==> src/rtl/ringrx_pkg.sv <==
package ringrx_pkg;
  typedef enum logic [1:0] {PH_IDLE, PH_HEAD, PH_TAIL} phase_t;
  typedef enum logic [1:0] {RT_PASS, RT_LOCAL, RT_DROP} route_t;
endpackage

==> src/rtl/ringrx_framer.sv <==
module ringrx_framer
  import ringrx_pkg::*;
#(
  parameter int SYM_W     = 16,
  parameter int TAIL_STD  = 4,
  parameter int TAIL_ECHO = 1,
  parameter int ECHO_BIT  = 15
) (
  input  logic             clk,
  input  logic             rst_n,
  input  logic             acc,
  input  logic             flag,
  input  logic [SYM_W-1:0] data,
  output logic             pkt_start,
  output logic             pkt_member,
  output logic             pkt_end
);
  localparam int TAIL_MAX = (TAIL_STD > TAIL_ECHO) ? TAIL_STD : TAIL_ECHO;
  localparam int CNT_W    = $clog2(TAIL_MAX + 1);

  phase_t           phase_q;
  logic             prev_flag_q;
  logic             second_q;
  logic             echo_q;
  logic [CNT_W-1:0] cnt_q;

  logic rise, fall, echo_now;

  always_comb begin
    rise       = flag & ~prev_flag_q;
    fall       = ~flag & (phase_q == PH_HEAD);
    echo_now   = second_q ? data[ECHO_BIT] : echo_q;
    pkt_start  = acc & rise;
    pkt_member = acc & (rise | (phase_q != PH_IDLE));
    pkt_end    = acc & ~rise & (phase_q == PH_TAIL) & (cnt_q == CNT_W'(1));
  end

  always_ff @(posedge clk) begin
    if (!rst_n) begin
      phase_q     <= PH_IDLE;
      prev_flag_q <= 1'b0;
      second_q    <= 1'b0;
      echo_q      <= 1'b0;
      cnt_q       <= '0;
    end else if (acc) begin
      prev_flag_q <= flag;
      if (rise) begin
        phase_q  <= PH_HEAD;
        second_q <= 1'b1;
        echo_q   <= 1'b0;
      end else begin
        case (phase_q)
          PH_HEAD: begin
            second_q <= 1'b0;
            echo_q   <= echo_now;
            if (fall) begin
              phase_q <= PH_TAIL;
              cnt_q   <= echo_now ? CNT_W'(TAIL_ECHO) : CNT_W'(TAIL_STD);
            end
          end
          PH_TAIL: begin
            if (cnt_q == CNT_W'(1)) phase_q <= PH_IDLE;
            else                    cnt_q   <= cnt_q - CNT_W'(1);
          end
          default: ;
        endcase
      end
    end
  end

  // the tail countdown always stays within the longest tail.
  assert_tail_count_R4: assert property (@(posedge clk) disable iff (!rst_n)
    (phase_q == PH_TAIL) |-> (cnt_q != '0 && cnt_q <= CNT_W'(TAIL_MAX)));

  // after the final symbol the framer is back between packets.
  assert_end_closes_R4: assert property (@(posedge clk) disable iff (!rst_n)
    pkt_end |=> (phase_q == PH_IDLE));
endmodule

==> src/rtl/ringrx_route.sv <==
module ringrx_route
  import ringrx_pkg::*;
#(
  parameter int SYM_W = 16,
  parameter int ID_W  = 16
) (
  input  logic             clk,
  input  logic             rst_n,
  input  logic             pkt_start,
  input  logic [SYM_W-1:0] data,
  input  logic [ID_W-1:0]  node_id,
  input  logic             rxq_full,
  output route_t           route,
  output logic             drop_now
);
  route_t route_q;
  route_t fresh;
  logic   hit;

  always_comb begin
    hit      = (data[ID_W-1:0] == node_id);
    fresh    = hit ? (rxq_full ? RT_DROP : RT_LOCAL) : RT_PASS;
    route    = pkt_start ? fresh : route_q;
    drop_now = pkt_start & hit & rxq_full;
  end

  always_ff @(posedge clk) begin
    if (!rst_n)         route_q <= RT_PASS;
    else if (pkt_start) route_q <= fresh;
  end

  // the decision only moves on a packet's first symbol.
  assert_route_hold_R6: assert property (@(posedge clk) disable iff (!rst_n)
    !pkt_start |=> $stable(route_q));
endmodule

==> src/rtl/ringrx_outstage.sv <==
module ringrx_outstage
  import ringrx_pkg::*;
#(
  parameter int SYM_W = 16
) (
  input  logic             clk,
  input  logic             rst_n,
  input  logic             acc,
  input  logic [SYM_W-1:0] data,
  input  logic             flag,
  input  logic             member,
  input  logic             start,
  input  logic             endp,
  input  route_t           route,
  input  logic             drop_now,
  input  logic             byp_ready,
  output logic             slot_free,
  output logic             byp_valid,
  output logic [SYM_W-1:0] byp_data,
  output logic             byp_flag,
  output logic             rxq_wr,
  output logic [SYM_W-1:0] rxq_data,
  output logic             rxq_sop,
  output logic             rxq_eop,
  output logic             drop_pulse
);
  logic to_byp, to_rxq;

  always_comb begin
    slot_free = ~byp_valid | byp_ready;
    to_byp    = acc & (~member | (route == RT_PASS));
    to_rxq    = acc & member & (route == RT_LOCAL);
  end

  always_ff @(posedge clk) begin
    if (!rst_n) begin
      byp_valid <= 1'b0;
      byp_data  <= '0;
      byp_flag  <= 1'b0;
    end else if (to_byp) begin
      byp_valid <= 1'b1;
      byp_data  <= data;
      byp_flag  <= flag;
    end else if (byp_ready) begin
      byp_valid <= 1'b0;
    end
  end

  always_ff @(posedge clk) begin
    if (!rst_n) begin
      rxq_wr     <= 1'b0;
      rxq_data   <= '0;
      rxq_sop    <= 1'b0;
      rxq_eop    <= 1'b0;
      drop_pulse <= 1'b0;
    end else begin
      rxq_wr     <= to_rxq;
      rxq_data   <= data;
      rxq_sop    <= to_rxq & start;
      rxq_eop    <= to_rxq & endp;
      drop_pulse <= acc & drop_now;
    end
  end

  // a stalled bypass symbol is held unchanged.
  assert_byp_hold_R8: assert property (@(posedge clk) disable iff (!rst_n)
    (byp_valid && !byp_ready) |=> (byp_valid && $stable(byp_data) && $stable(byp_flag)));

  // a discarded packet never writes its first symbol.
  assert_drop_quiet_R7: assert property (@(posedge clk) disable iff (!rst_n)
    drop_pulse |-> !rxq_wr);

  // every queue write comes from a symbol taken one cycle earlier.
  assert_rxq_origin_R9: assert property (@(posedge clk) disable iff (!rst_n)
    rxq_wr |-> $past(acc));
endmodule

==> src/rtl/ring_rx_router.sv <==
module ring_rx_router
  import ringrx_pkg::*;
#(
  parameter int SYM_W     = 16,
  parameter int ID_W      = 16,
  parameter int TAIL_STD  = 4,
  parameter int TAIL_ECHO = 1,
  parameter int ECHO_BIT  = 15
) (
  input  logic             clk,
  input  logic             rst_n,
  input  logic [ID_W-1:0]  node_id,
  input  logic             in_valid,
  output logic             in_ready,
  input  logic [SYM_W-1:0] in_data,
  input  logic             in_flag,
  output logic             byp_valid,
  input  logic             byp_ready,
  output logic [SYM_W-1:0] byp_data,
  output logic             byp_flag,
  output logic             rxq_wr,
  output logic [SYM_W-1:0] rxq_data,
  output logic             rxq_sop,
  output logic             rxq_eop,
  input  logic             rxq_full,
  output logic             busy_drop
);
  logic   acc, start, member, endp, drop_now, slot_free;
  route_t route;

  assign in_ready = slot_free;
  assign acc      = in_valid & slot_free;

  ringrx_framer #(
    .SYM_W(SYM_W), .TAIL_STD(TAIL_STD), .TAIL_ECHO(TAIL_ECHO), .ECHO_BIT(ECHO_BIT)
  ) u_framer (
    .clk(clk), .rst_n(rst_n), .acc(acc), .flag(in_flag), .data(in_data),
    .pkt_start(start), .pkt_member(member), .pkt_end(endp)
  );

  ringrx_route #(.SYM_W(SYM_W), .ID_W(ID_W)) u_route (
    .clk(clk), .rst_n(rst_n), .pkt_start(start), .data(in_data),
    .node_id(node_id), .rxq_full(rxq_full), .route(route), .drop_now(drop_now)
  );

  ringrx_outstage #(.SYM_W(SYM_W)) u_out (
    .clk(clk), .rst_n(rst_n), .acc(acc), .data(in_data), .flag(in_flag),
    .member(member), .start(start), .endp(endp), .route(route),
    .drop_now(drop_now), .byp_ready(byp_ready), .slot_free(slot_free),
    .byp_valid(byp_valid), .byp_data(byp_data), .byp_flag(byp_flag),
    .rxq_wr(rxq_wr), .rxq_data(rxq_data), .rxq_sop(rxq_sop), .rxq_eop(rxq_eop),
    .drop_pulse(busy_drop)
  );

  // no symbol is taken while the bypass register is stalled.
  assert_ready_gate_R8: assert property (@(posedge clk) disable iff (!rst_n)
    (byp_valid && !byp_ready) |-> !in_ready);
endmodule

==> config.mk <==
export PLATFORM = sky130hd
export DESIGN_NAME = ring_rx_router
export DESIGN_NICKNAME = d
export VERILOG_FILES = /design/src/rtl/ringrx_pkg.sv /design/src/rtl/ringrx_framer.sv /design/src/rtl/ringrx_route.sv /design/src/rtl/ringrx_outstage.sv /design/src/rtl/ring_rx_router.sv
export SDC_FILE = /design/constraint.sdc
export NUM_CORES = 1
export LEC_CHECK = 0
export ABC_CLOCK_PERIOD_IN_PS = 3800
export CAP_MARGIN = 0
export CORE_MARGIN = 4
export CORE_UTILIZATION = 45
export CTS_CLUSTER_DIAMETER = 60
export DETAILED_ROUTE_END_ITERATION = 16
export PLACE_DENSITY = 0.92
export SETUP_SLACK_MARGIN = 0.1
export SLEW_MARGIN = 0
export SYNTH_ARGS = -nofsm -noshare
export SYNTH_HDL_FRONTEND = slang
export SYNTH_HIERARCHICAL = 1
export SYNTH_SLANG_ARGS = --single-unit
==> constraint.sdc <==
create_clock -name clk -period 3.8 [get_ports clk]
set_input_delay 0.76 -clock clk [delete_from_list [all_inputs] [get_ports clk]]
set_output_delay 0.76 -clock clk [all_outputs]
set_load 0.005 [all_outputs]
* Word-level counts from Yosys, hierarchy flattened
Index checks and enable logic that the tools add are counted. W data, S select, Z words.
Operators by class: add/sub/neg operators 1, equal/unequal tests 9, mux-type cells 18, bitwise operators 24, reduce and logical (&&, ||, !) cells 9
Operators by type and width (count):
- $and A1 B1 Y1 | 16
- $eq A16 B16 Y1 | 1
- $mux W2 | 6
- $mux W3 | 3
- $reduce_bool A2 Y1 | 4
- $mux W1 | 7
- $pmux W3 S2 | 1
- $not A1 Y1 | 5
- $reduce_and A5 Y1 | 1
- $eq A2 B1 Y1 const B | 2
- $pmux W2 S2 | 1
- $reduce_and A4 Y1 | 1
- $eq A3 B1 Y1 const B | 1
- $ne A3 B1 Y1 const B | 1
- $ne A3 B2 Y1 const B | 1
- $or A1 B1 Y1 | 3
- $reduce_bool A3 Y1 | 1
- $sub A3 B1 Y3 const B | 1
- $eq A2 B2 Y1 const B | 1
- $logic_not A2 Y1 | 1
- $ne A2 B1 Y1 const B | 1
- $ne A2 B2 Y1 const B | 1
- $reduce_and A2 Y1 | 1
Word-level totals: flip-flop bits (word level) 48, input port bits 38, logic and storage cells 75

* Logic depth before layout (Yosys ltp)
Gate-level depths: netlist (run 1).
word-level depth 9, depth in mapped cells 11

* By module
Netlist (run 1), hierarchy kept.
By module, submodules not included:
- ringrx_outstage | times used 1, cells an instance 120, area each 1217.4 um^2, seq. area each 760.7 um^2
- ringrx_framer | times used 1, cells an instance 57, area each 504.2 um^2, seq. area each 160.2 um^2
- ringrx_route | times used 1, cells an instance 34, area each 279.0 um^2, seq. area each 40.0 um^2
- ring_rx_router | times used 1, cells an instance 1, area each 6.3 um^2, seq. area each 0.0 um^2

* Worst setup path after synthesis (run 1)
Ideal clock, no wire load.
kind input-to-reg, from in byp_ready, to reg u_out.byp_data[0], library setup time 72 ps, data arrival time 2805 ps, required time 3728 ps, path slack 924 ps, cell stages on the path 11, path through nand2b_1 -> and2_1 -> buf_4 -> inv_2 -> nor2_1 -> nand4_1 -> o32ai_1 -> o21ai_2 -> nand2_4 -> buf_6 -> mux2i_1
Between the ends: longest elaborated chain between the ends 7, elaborated cells between the ends (all ways) 9
Ends and longest elaborated chain:
- start: declaration | RTL line ring_rx_router.sv:18 | input logic byp_ready,
- $or A1 B1 Y1 | RTL line ringrx_outstage.sv:30 | slot_free = ~byp_valid | byp_ready;
- $and A1 B1 Y1 | RTL line ring_rx_router.sv:32 | assign acc = in_valid & slot_free;
- named net acc | RTL line ring_rx_router.sv:28 | logic acc, start, member, endp, drop_now, slot_free;
- $and A1 B1 Y1 | RTL line ringrx_framer.sv:33 | pkt_start = acc & rise;
- named net start | RTL line ring_rx_router.sv:28
- $mux W2 | RTL line ringrx_route.sv:23 | route = pkt_start ? fresh : route_q;
- named net route[1] | RTL line ring_rx_router.sv:29 | route_t route;
- $logic_not A2 Y1 | RTL line ringrx_outstage.sv:31 | to_byp = acc & (~member | (route == RT_PASS));
- $or A1 B1 Y1 | RTL line ringrx_outstage.sv:31
- $and A1 B1 Y1 | RTL line ringrx_outstage.sv:31
- end signal: assignment | RTL line ringrx_outstage.sv:42 | byp_data <= data;
- end: declaration | RTL line ringrx_outstage.sv:19 | output logic [SYM_W-1:0] byp_data,
The timed path passes the listed nets, and every way through them passes these cells. A chain may end at the register's enable or synchronous reset.

* Worst setup path after layout (run 1)
from in in_flag, to reg u_out.byp_data[7]
Between the ends: longest elaborated chain between the ends 6, elaborated cells between the ends (all ways) 9
Ends and longest elaborated chain:
- start: declaration | RTL line ring_rx_router.sv:16 | input logic in_flag,
- $and A1 B1 Y1 | RTL line ringrx_framer.sv:30 | rise = flag & ~prev_flag_q;
- $and A1 B1 Y1 | RTL line ringrx_framer.sv:33
- named net start | RTL line ring_rx_router.sv:28
- $mux W2 | RTL line ringrx_route.sv:23
- named net route[1] | RTL line ring_rx_router.sv:29
- $logic_not A2 Y1 | RTL line ringrx_outstage.sv:31
- $or A1 B1 Y1 | RTL line ringrx_outstage.sv:31
- $and A1 B1 Y1 | RTL line ringrx_outstage.sv:31
The timed path passes the listed nets, and every way through them passes these cells.

==> results.cfg, run 1 <==
[yosys]
syn_avg_cell_area_um2 = 9.47
ys_async_sr_fraction = 0
synthesis.instances = 212
synth-edff-count = 0
synthFlopType = dfxtp_1
synth_top_area_frac = 0.479
synth_cell_types = 42
synth_top_area_cell = dfxtp_1
synth_seq_cells = 48
syn-cell-area_mm2 = 0.00201
yosysMostFrequentCell = dfxtp_1
ys_seq_area_frac = 0.479
synth.cells.most_frequent = dfxtp_1, nand2_1, inv_1, mux2i_1, xor2_1
synthesis.nets = 252
yosys_warnings = 6
synth_area_leaders = dfxtp_1, mux2i_1, nand2_1, xor2_1, inv_1

[die]
start_util = 0.464
coreArea_mm2 = 0.00432
die_x_um = 74.8
die-area_mm2 = 0.00559
ios = 77
die_h_um = 74.8
rows = 24

[placed_design]
portBuffers = 76
place_hpwl_mm = 4.02
finalWeightedCongestion = 0.926

[sta]
drv_slew = 0
max-slew-margin-rel = 0.450
hold_violations = 0
timing.fmax_mhz = 308
finalClockSkew_ps = 5.72
setup_violations = 0
setup-tns-final_ps = 0
tightest_slew_ps = 822
min_period_ps = 3240
finalCritPeriodShare = 0.853
grt_setup_unrepaired = no

[clock_tree]
cts_tree = done
cts.repair.resized = 0
cts_sinks = 48
numCtsBuffers = 5
clockBufferDepth = 2
postCtsSetupBuffers = 0
clk_latency_ps = 300
root_buffer = clkbuf_8
htree_levels = 2
path_clk_slew_ps = 90
postCtsHoldBufs = 0

[global_routing]
grt_max_degree = 26
grt_pass1_wl_mm = 7.71
grtUsageTotal = 0.184
overflow = 0
first_global_vias = 1687
antenna_found_initial = 0

[critical_path]
crit_type = in -> reg
critPathRequiredTime_ps = 4020
critical_path_arrival_ps = 3460
worst-path-max-fanout = 18
start_kind = input port
end_kind = flip-flop

[power_and_ir_drop]
powerDensity_mw_per_mm2 = 356
leakage_nw = 1.24
vdd_ir_drop_max_mv = 0.248

[cells_and_area]
syn_to_final_growth_pct = 44.5
diodes = 0
post-route-util = 0.671
fillers = 358
nNetsFinal = 331
drive_above_1_share = 0.0616

[routing]
drc = 0
wl_per_cell_um = 14.9
via_per_inst = 4.98
vias = 1712
wirelength_mm = 5.14
drtPass1Iterations = 4
antenna_left = 0
drt_iter0_markers = 52

[hold_path]
min_path_type = reg -> reg

[job]
cap_violations = 0

[run_status]
run_status = complete, no violations
through the flow:
stage	total power, mW	instance area, um2	hold WS (ps)	setup WS (ps)	instances
2_1_floorplan	0.623	2010	431	924	212
3_3_place_gp	0.723	2810	439	514	336
3_5_place_dp	0.730	2810	444	307	336
4_1_cts	1.04	2900	456	618	344
5_1_grt	1.08	2900	484	397	344
6_report	1.03	2900	453	558	344
worst max-delay path, cell delays in order:
cell	delay, ps
clkdlybuf4s50_1	550
or2b_4	320
nor2_1	330
nand4_1	290
o32ai_1	500
o21ai_2	140
nand2_4	290
mux2i_1	270
placed cells by master (no fill, tap or decap), types with 2 or more instances in the layout:
cell	n
clkdlybuf4s50_1	76
dfxtp_1	48
nand2_1	39
inv_1	23
mux2i_1	18
xor2_1	12
clkbuf_8	6
nor2_1	5
o21ai_0	5
nor4_1	4
xnor2_1	4
and2_1	3
nor2b_1	3
or3_1	3
and3_1	3
a21boi_0	3
nand4_1	3
buf_4	2
a21oi_1	2
a21boi_1	2
ha_1	2
nor3_1	2
o32ai_1	2
o41ai_1	2
cell type report:
type	count	area, um2	area share
clock buffer	7	86.3	0.0298
clock inverter	1	7.51	0.00259
inverter	24	90.1	0.0311
multi-input combinational	134	915	0.315
sequential	48	961	0.331
tap	52	65.1	0.0224
timing repair buffer	78	776	0.267
cell families (layout without fill, tap and decap cells):
logic type,after synthesis,after routing,share of synthesized area
buffers and inverters,30,110,0.0655
xor gates and xnor gates,16,16,0.0698
DFF,48,48,0.479
muxes,19,19,0.0954
adders and majority gates,2,2,0.0125
and+or+nand+nor,75,75,0.191
AOI/OAI and AO/OA,22,22,0.0867
where the power goes:
part           switching [mW]  total [mW]  internal [mW]
clock network           0.165       0.313          0.148
registers              0.0126       0.541          0.528
logic                  0.0728       0.177          0.104
total                   0.251        1.03          0.780
path summary, 6_finish.rpt:
check / from / to / slack, ps / cells past startpoint
setup / recovery: in_flag / u_out/byp_data[7]$_SDFFE_PN0P_ / 560 / 8
hold / removal: u_framer/cnt_q[1]$_SDFFE_PN0P_ / u_framer/cnt_q[1]$_SDFFE_PN0P_ / 450 / 2
setup reg to reg: u_out/byp_valid$_SDFFE_PN0P_ / u_out/byp_data[7]$_SDFFE_PN0P_ / 1180 / 9
hold reg to reg: u_framer/cnt_q[1]$_SDFFE_PN0P_ / u_framer/cnt_q[1]$_SDFFE_PN0P_ / 450 / 2
state kept, by name (all words and copies together), names as in the netlist:
name	cells
u_framer/prev_flag_q	1
u_out/byp_flag	1
u_framer/cnt_q	3
u_out/drop_pulse	1
u_framer/phase_q	2
u_framer/second_q	1
u_out/rxq_wr	1
u_out/rxq_sop	1
u_out/rxq_eop	1
u_out/byp_data	16
u_out/byp_valid	1
u_route/route_q	2
u_framer/echo_q	1
u_out/rxq_data	16
routing by layer:
| metal | up-vias | wire [um] | GRT usage |
|---|---|---|---|
| met5 | - | 0 | 0 |
| met4 | 0 | 157 | 0.0850 |
| met3 | 13 | 258 | 0.0441 |
| met2 | 54 | 2800 | 0.332 |
| met1 | 794 | 1920 | 0.202 |
| li1 | 851 | - | - |
No activity file was read; power rests on OpenSTA's default activity.
==> run 2: changes to the inputs <==
CORE_UTILIZATION = 41   (was 45)
CTS_CLUSTER_DIAMETER = default   (was 60)
PLACE_DENSITY = 0.86   (was 0.92)
==> results.cfg, run 2 (synthesis gave the netlist of run 1 again) <==
[clock_tree]
root_buffer = clkbuf_8
htree_levels = 2
cts.repair.resized = 0
numCtsBuffers = 5
clockBufferDepth = 2
path_clk_slew_ps = 80
postCtsSetupBuffers = 0
clk_latency_ps = 290
postCtsHoldBufs = 0
cts_sinks = 48
cts_tree = done

[cells_and_area]
final_common_cell = clkdlybuf4s50_1
finalNonFillerCells = 358
diodes = 0
nNetsFinal = 331
drive_above_1_share = 0.0619
post-route-util = 0.615
area.sequential_um2 = 961
reg_top3 = u_out/byp_data x16, u_out/rxq_data x16, u_framer/cnt_q x3
multi_input_area_um2 = 915
fin_area_mm2 = 0.00291
fillers = 400
final_cell_mix = clkdlybuf4s50_1, dfxtp_1, nand2_1
syn_to_final_growth_pct = 44.8

[sta]
max-slew-margin-rel = 0.369
setup_violations = 0
min_period_ps = 3120
hold_violations = 0
finalCritPeriodShare = 0.820
setup-tns-final_ps = 0
grt_setup_unrepaired = no
finalClockSkew_ps = 5.25
tightest_slew_ps = 943
timing.fmax_mhz = 321
drv_slew = 0

[placed_design]
place_hpwl_mm = 3.63
portBuffers = 76
placed_cells = 351
finalWeightedCongestion = 0.850
place_area_mm2 = 0.00283

[routing]
wl_per_cell_um = 13.1
via_per_inst = 4.72
drt_iter0_markers = 124
drtPass1Iterations = 4
vias = 1689
antenna_left = 0
wirelength_mm = 4.70
drc = 0

[power_and_ir_drop]
vdd_ir_drop_max_mv = 0.169
clkPwrFrac = 0.284
switching_share = 0.243
powerDensity_mw_per_mm2 = 344
p_switching_mw = 0.243
seq_power_share = 0.541
leakage_nw = 1.23
intPower_mw = 0.757
p_total_mw = 1.00
pwr-share-comb = 0.176

[hold_path]
min_path_type = reg -> reg
hold_depth = 2
hp-start = u_framer/cnt_q[1]$_SDFFE_PN0P_
whs_endpoint = u_framer/cnt_q[1]$_SDFFE_PN0P_

[global_routing]
antenna_found_initial = 0
overflow = 0
first_global_vias = 1608
grt_max_degree = 27
grt_pass1_wl_mm = 7.36
grtUsageTotal = 0.155

[critical_path]
r2r_end = u_out/byp_data[3]$_SDFFE_PN0P_
start_kind = input port
r2r-start = u_out/byp_valid$_SDFFE_PN0P_
ff2ff_path_depth = 9
r2r_setup_slack_ps = 1330
critical_path_arrival_ps = 3340
end_kind = flip-flop
crit_type = in -> reg
critPathRequiredTime_ps = 4030
worst-path-max-fanout = 18

[die]
rows = 25
die_x_um = 78.0
die-area_mm2 = 0.00608
start_util = 0.425
ios = 77
die_h_um = 78.0
coreArea_mm2 = 0.00472

[job]
cap_violations = 0

[run_status]
run_status = complete, no violations
-- run 2: cell types whose count changed in the layout (fill, tap and decap cells not counted) --
cell,before,now
clkbuf_1,1,0
clkbuf_8,6,5
clkinv_2,0,1
-- run 2: worst max path at each step --
stage,from,to,slack (ps),cells past startpoint
floorplan,byp_ready,u_out/byp_data[0]$_SDFFE_PN0P_,920,11
global placement,in_data[15],u_out/byp_data[6]$_SDFFE_PN0P_,520,8
detailed placement,in_flag,u_out/byp_data[12]$_SDFFE_PN0P_,410,8
CTS,in_flag,u_out/byp_data[12]$_SDFFE_PN0P_,720,8
global route,in_flag,u_out/byp_data[2]$_SDFFE_PN0P_,410,8
finish,in_flag,u_out/byp_data[3]$_SDFFE_PN0P_,680,8
-- run 2: layout make-up --
cell class,instances,share of cell area
Clock buffer,5,0.0237
Inverter,24,0.0310
Tap cell,67,0.0288
Sequential cell,48,0.331
Multi-Input combinational cell,134,0.315
Timing Repair Buffer,78,0.267
Clock inverter,2,0.00430
-- run 2: layer usage --
metal | GRT usage | wire (um) | up-vias
met1 | 0.188 | 2030 | 774
met5 | 0 | 0 | -
met2 | 0.251 | 2320 | 51
met4 | 0.0839 | 107 | 0
li1 | - | - | 853
met3 | 0.0406 | 245 | 11
-- run 2: critical path, stage by stage --
cell	delay, ps
clkdlybuf4s50_1	550
or2b_4	320
nor2_1	330
nand4_1	270
o32ai_1	470
o21ai_2	110
nand2_4	280
mux2i_1	230
-- run 2: power by group through the flow --
stage	combinational (mW)	clock, mW	sequential [mW]
2_1_floorplan	0.0694	0	0.553
3_3_place_gp	0.173	0	0.551
3_5_place_dp	0.176	0	0.552
4_1_cts	0.176	0.292	0.541
5_1_grt	0.189	0.314	0.544
6_report	0.175	0.284	0.540
-- run 2: through the flow --
stage | worst slack [ps] | hold slack, ps
2_1_floorplan | 924 | 431
3_3_place_gp | 519 | 438
3_5_place_dp | 409 | 446
4_1_cts | 721 | 455
5_1_grt | 413 | 472
6_report | 684 | 452
